==> config.mk <==
export PLATFORM = sky130hd
export DESIGN_NAME = rfe_status_unit
export DESIGN_NICKNAME = d
export VERILOG_FILES = /design/src/rtl/rfe_pkg.sv /design/src/rtl/rfe_ccs_pop.sv /design/src/rtl/rfe_sp_bank.sv /design/src/rtl/rfe_store_chk.sv /design/src/rtl/rfe_status_unit.sv
export SDC_FILE = /design/constraint.sdc
export NUM_CORES = 1
export LEC_CHECK = 0
export BUFFER_PORTS_ARGS = -buffer_cell sky130_fd_sc_hd__buf_4
export CAP_MARGIN = 20
export CORE_ASPECT_RATIO = 0.6
export CORE_MARGIN = 10
export CORE_UTILIZATION = 43
export DETAILED_ROUTE_END_ITERATION = 8
export PLACE_DENSITY = 0.76
export SLEW_MARGIN = 25
export SYNTH_ARGS = -nofsm -noshare
export SYNTH_HDL_FRONTEND = slang
export SYNTH_SLANG_ARGS = --single-unit
==> constraint.sdc <==
create_clock -name clk_i -period 1.38 [get_ports clk_i]
set_input_delay 0.276 -clock clk_i [delete_from_list [all_inputs] [get_ports clk_i]]
set_output_delay 0.276 -clock clk_i [all_outputs]
set_load 0.01 [all_outputs]
==> src/rtl/rfe_pkg.sv <==
package rfe_pkg;
  localparam int FLG_C = 0;
  localparam int FLG_V = 1;
  localparam int FLG_Z = 2;
  localparam int FLG_N = 3;
  localparam int FLG_X = 4;
  localparam int FLG_I = 5;
  localparam int FLG_U = 6;
  localparam int FLG_P = 7;
  localparam int FLG_R = 8;
  localparam int FLG_S = 9;
endpackage

==> src/rtl/rfe_ccs_pop.sv <==
module rfe_ccs_pop
  import rfe_pkg::*;
#(
  parameter int DATA_W  = 32,
  parameter int FRAME_W = 10,
  parameter int KEEP_W  = 2,
  parameter int GAP_W   = 2
) (
  input  logic [DATA_W-1:0] ccs_i,
  output logic [DATA_W-1:0] ccs_o,
  output logic              user_o
);
  localparam int LOW_W   = DATA_W - KEEP_W;
  localparam int STACK_W = LOW_W - GAP_W;

  logic [STACK_W-1:0] stack;
  logic [LOW_W-1:0]   shifted;

  assign stack   = ccs_i[STACK_W-1:0] >> FRAME_W;
  assign shifted = LOW_W'(stack);

  always_comb begin
    ccs_o = {ccs_i[DATA_W-1 -: KEEP_W], shifted};
    if (!ccs_o[FLG_R]) ccs_o[FLG_P] = 1'b1;
  end

  assign user_o = ccs_o[FLG_U];
endmodule

==> src/rtl/rfe_sp_bank.sv <==
module rfe_sp_bank #(
  parameter int DATA_W = 32
) (
  input  logic              clk_i,
  input  logic              rst_ni,
  input  logic              swap_i,
  input  logic              sp_we_i,
  input  logic [DATA_W-1:0] sp_wdata_i,
  input  logic              usp_we_i,
  input  logic [DATA_W-1:0] usp_wdata_i,
  output logic [DATA_W-1:0] sp_o,
  output logic [DATA_W-1:0] usp_o,
  output logic [DATA_W-1:0] ksp_o
);
  always_ff @(posedge clk_i or negedge rst_ni) begin
    if (!rst_ni) begin
      sp_o  <= '0;
      usp_o <= '0;
      ksp_o <= '0;
    end else begin
      if (swap_i) begin
        ksp_o <= sp_o;
        sp_o  <= usp_o;
      end else if (sp_we_i) begin
        sp_o <= sp_wdata_i;
      end
      if (usp_we_i) usp_o <= usp_wdata_i;
    end
  end
endmodule

==> src/rtl/rfe_store_chk.sv <==
module rfe_store_chk (
  input  logic st_chk_i,
  input  logic pend_i,
  output logic fail_o
);
  assign fail_o = st_chk_i & pend_i;
endmodule

==> src/rtl/rfe_status_unit.sv <==
module rfe_status_unit
  import rfe_pkg::*;
#(
  parameter int DATA_W  = 32,
  parameter int FRAME_W = 10,
  parameter int KEEP_W  = 2,
  parameter int GAP_W   = 2
) (
  input  logic              clk_i,
  input  logic              rst_ni,
  input  logic              rfe_i,
  input  logic              ccs_we_i,
  input  logic [DATA_W-1:0] ccs_wdata_i,
  input  logic              sp_we_i,
  input  logic [DATA_W-1:0] sp_wdata_i,
  input  logic              usp_we_i,
  input  logic [DATA_W-1:0] usp_wdata_i,
  input  logic              st_chk_i,
  output logic [DATA_W-1:0] ccs_o,
  output logic [DATA_W-1:0] sp_o,
  output logic [DATA_W-1:0] usp_o,
  output logic [DATA_W-1:0] ksp_o,
  output logic              st_fail_o
);
  logic [DATA_W-1:0] ccs_q, ccs_pop;
  logic              user_ret;

  rfe_ccs_pop #(
    .DATA_W(DATA_W), .FRAME_W(FRAME_W), .KEEP_W(KEEP_W), .GAP_W(GAP_W)
  ) u_pop (
    .ccs_i (ccs_q),
    .ccs_o (ccs_pop),
    .user_o(user_ret)
  );

  // rfe wins over a software write in the same cycle
  always_ff @(posedge clk_i or negedge rst_ni) begin
    if (!rst_ni)       ccs_q <= '0;
    else if (rfe_i)    ccs_q <= ccs_pop;
    else if (ccs_we_i) ccs_q <= ccs_wdata_i;
  end

  rfe_sp_bank #(.DATA_W(DATA_W)) u_sp (
    .clk_i      (clk_i),
    .rst_ni     (rst_ni),
    .swap_i     (rfe_i & user_ret),
    .sp_we_i    (sp_we_i),
    .sp_wdata_i (sp_wdata_i),
    .usp_we_i   (usp_we_i),
    .usp_wdata_i(usp_wdata_i),
    .sp_o       (sp_o),
    .usp_o      (usp_o),
    .ksp_o      (ksp_o)
  );

  rfe_store_chk u_st (
    .st_chk_i(st_chk_i),
    .pend_i  (ccs_q[FLG_P]),
    .fail_o  (st_fail_o)
  );

  assign ccs_o = ccs_q;
endmodule

==> run metrics <==
run status complete, no violations; largest cells by area after synthesis sky130_fd_sc_hd__dfrtp_1, sky130_fd_sc_hd__mux2i_1, sky130_fd_sc_hd__mux2_2, sky130_fd_sc_hd__mux2_4, sky130_fd_sc_hd__o21ai_0; last weighted congestion value of the routability-driven placer 0.8379; clock tree from TritonCTS yes; FP Rows 31; total grt overflow 0; area growth from synthesis to final layout 48.35%; number of enable-type register cells in the synthesized netlist 0; post-synth design cell area 0.005416 sq mm; data arrival at the endpoint of the critical path 1.63 ns; Port Buffer Count 231; Mapped Avg Cell Area 13.44 sq um; clock tree sinks 128; post-detailed-route via-to-cell ratio 5.122; Slowest Stage Delay on Critical Path 0.38 ns; final hold violation count 0; NumNets Final 737; Detailed Route Iter0 Violations 228; share of post-route cells with drive strength above 1 0.5294; remaining antenna violation count 0; area of placed instances 0.007328 sq mm; IO Count 232; Synth Net Count 506; required time of the worst setup path 1.66 ns; Commonest cells post-synth sky130_fd_sc_hd__dfrtp_1, sky130_fd_sc_hd__mux2i_1, sky130_fd_sc_hd__o21ai_0; crit path time final 1.353 ns; path category of the worst min-delay check input port to flip-flop; total CTS buffers 17; antenna diode count 0; first-pass GRT wire length 25910 microns; launching element type of the critical path flip-flop; clock tree root driver cell sky130_fd_sc_hd__clkbuf_16; core footprint 0.01218 sq mm; H-tree Lvls 4; cell with the largest stage delay on the worst path sky130_fd_sc_hd__dfrtp_2; largest net degree at the start of global routing 70; most instantiated library cell after synthesis sky130_fd_sc_hd__dfrtp_1; synthesized instance count 403; width of the chip 164.9 microns; filler cell count in the final layout 947; library cell with the largest summed area after synthesis sky130_fd_sc_hd__dfrtp_1; Synth Register Bits 128; vias after detailed routing 4154; Pre-antenna DRT Iters 5; Least-Margin Pin Slew 0.3819 ns; Period Utilization, post-route 0.9804; Clk Latency, worst-skew pair 0.40 ns; count of cell types in the netlist 20; number of antenna violations at the first check in global routing 0; count of final max-slew check failures 0; DRC violations left 0; total wire length 16820 microns; Max Root-Sink Buffers 2; via count of the first global-routing pass 4529; total power density per cell area 1562 mW/mm^2; fraction of post-synthesis cell area in the top cell type by area 0.5914; ys async rst share 1.000; Fin Hold WS 0.09933 ns; top_reg_cell synth sky130_fd_sc_hd__dfrtp_1; number of setup violations in the final report 0; static leakage power 3.952 nW; Yosys warnings 0; total power consumption of the routed design 12.55 mW; placed wire-length estimate after detailed placement 12320 microns; highest clock frequency the design can meet 739.2 MHz; number of maximum-capacitance violations 0; area of the die 0.01763 sq mm; die boundary height 106.9 microns; Critical Path Sink Type flip-flop; Final Skew 0.007630 ns; final design area excluding fillers 0.008035 sq mm; Overall Global Routing Usage 0.1873; setup repair after global routing missed its margin true; Cell Chain, Critical Path buf_4 > and2_4 > buf_12 > mux2_2; Worst VDD drop 0.9315 mV; maximum net fanout on the critical path 33; Routed WL per cell 20.74 microns; proportion of synthesized chip area in sequential cells 0.5914; category of the most critical setup path flip-flop to flip-flop; worst-case headroom to the max-slew limit 0.7454; effective utilization at floorplan 0.4447; post-CTS clock slew at the launch and capture registers of the worst setup and hold paths 0.05 ns
==> state kept, by name, indices dropped and copies added, names as in the netlist <==
register    cells
u_sp.usp_o     32
u_sp.sp_o      32
ccs_o          32
u_sp.ksp_o     32
==> cell families after synthesis <==
| logic type | count (synthesis) | share of synthesized area |
|---|---|---|
| flops | 128 | 0.5914 |
| mux | 128 | 0.2707 |
| simple gates | 63 | 0.05290 |
| compound gates | 50 | 0.04736 |
| buf+inv | 34 | 0.03765 |
==> power by group <==
group	switching, mW	internal (mW)	total (mW)
logic	1.22	1.74	2.96
registers	0.520	4.41	4.93
clock network	1.60	3.05	4.65
==> cells in the final DEF (no fill, tap or decap) <==
cell type and instances:
sky130_fd_sc_hd__and2_4 2, sky130_fd_sc_hd__buf_12 9, sky130_fd_sc_hd__buf_4 233, sky130_fd_sc_hd__buf_6 2
sky130_fd_sc_hd__bufbuf_16 1, sky130_fd_sc_hd__bufinv_16 4, sky130_fd_sc_hd__clkbuf_1 2, sky130_fd_sc_hd__clkbuf_16 17
sky130_fd_sc_hd__clkbuf_8 1, sky130_fd_sc_hd__clkinv_2 4, sky130_fd_sc_hd__clkinv_4 1, sky130_fd_sc_hd__clkinvlp_4 2
sky130_fd_sc_hd__dfrtp_1 127, sky130_fd_sc_hd__dfrtp_2 1, sky130_fd_sc_hd__dlygate4sd3_1 1, sky130_fd_sc_hd__mux2_1 2
sky130_fd_sc_hd__mux2_2 36, sky130_fd_sc_hd__mux2_4 29, sky130_fd_sc_hd__mux2i_1 61, sky130_fd_sc_hd__nand2_1 16
sky130_fd_sc_hd__nand3_1 32, sky130_fd_sc_hd__nor2_1 12, sky130_fd_sc_hd__nor2b_1 1, sky130_fd_sc_hd__o21ai_0 48
sky130_fd_sc_hd__o21bai_1 1, sky130_fd_sc_hd__o22a_1 1
==> worst paths after layout <==
path	from	end	slack (ns)	cells after the start
worst min-delay path	usp_wdata_i[5]	u_sp.usp_o[5]	0.1	2
worst min register to register	ccs_o[20]	ccs_o[10]	0.51	2
worst max register to register	ccs_o[16]	u_sp.ksp_o[0]	0.03	4
max in group asynchronous	rst_ni	ccs_o[16]	0.62	3
min in group asynchronous	rst_ni	ccs_o[29]	0.43	3
worst max-delay path	ccs_o[16]	u_sp.ksp_o[0]	0.03	4
==> stage by stage <==
step | std cells | util | worst slack [ns] | TNS (ns)
2_1_floorplan | 403 | - | 0.05421 | 0
3_3_place_gp | 775 | 0.6017 | 0.1150 | 0
3_5_place_dp | 775 | 0.6017 | 0.09650 | 0
4_1_cts | 811 | 0.6583 | 0.002845 | 0
5_1_grt | 811 | 0.6597 | -0.01647 | -0.05804
6_report | 811 | 0.6597 | 0.02709 | 0
==> worst max-delay path: cells and delay by family (launching register included) <==
family	cells	cell delay (ns)
buffers and inverters	2	0.33
flip-flops	1	0.38
multiplexers	1	0.35
AND/OR/NAND/NOR	1	0.17
==> metal layers <==
layer	vias up	GRT usage	part of all wire
met2	177	0.2997	0.47
li1	1884	-	-
met5	-	0	0
met3	19	0.07372	0.10
met1	2074	0.2306	0.41
met4	0	0.05416	0.013
==> repair_timing <==
item | in CTS | in global routing
hold buffers | 1 | 0
gates resized for setup | 4 | 5
pin swaps | 0 | 1
setup buffers | 3 | 0
setup endpoints to repair | 1 | 7
endpoints found under the hold margin | 128 | 0
gates cloned | 1 | 0
==> cell type report <==
| type | instances | area (sq um) | area share |
|---|---|---|---|
| Clock buffer | 20 | 446.7 | 0.05559 |
| Clock inverter | 11 | 163.9 | 0.02040 |
| Multi-Input combinational cell | 241 | 2019 | 0.2513 |
| Sequential cell | 128 | 3204 | 0.3988 |
| Tap cell | 165 | 206.4 | 0.02569 |
| Timing Repair Buffer | 246 | 1994 | 0.2482 |
(Power assumes the default switching activity.)
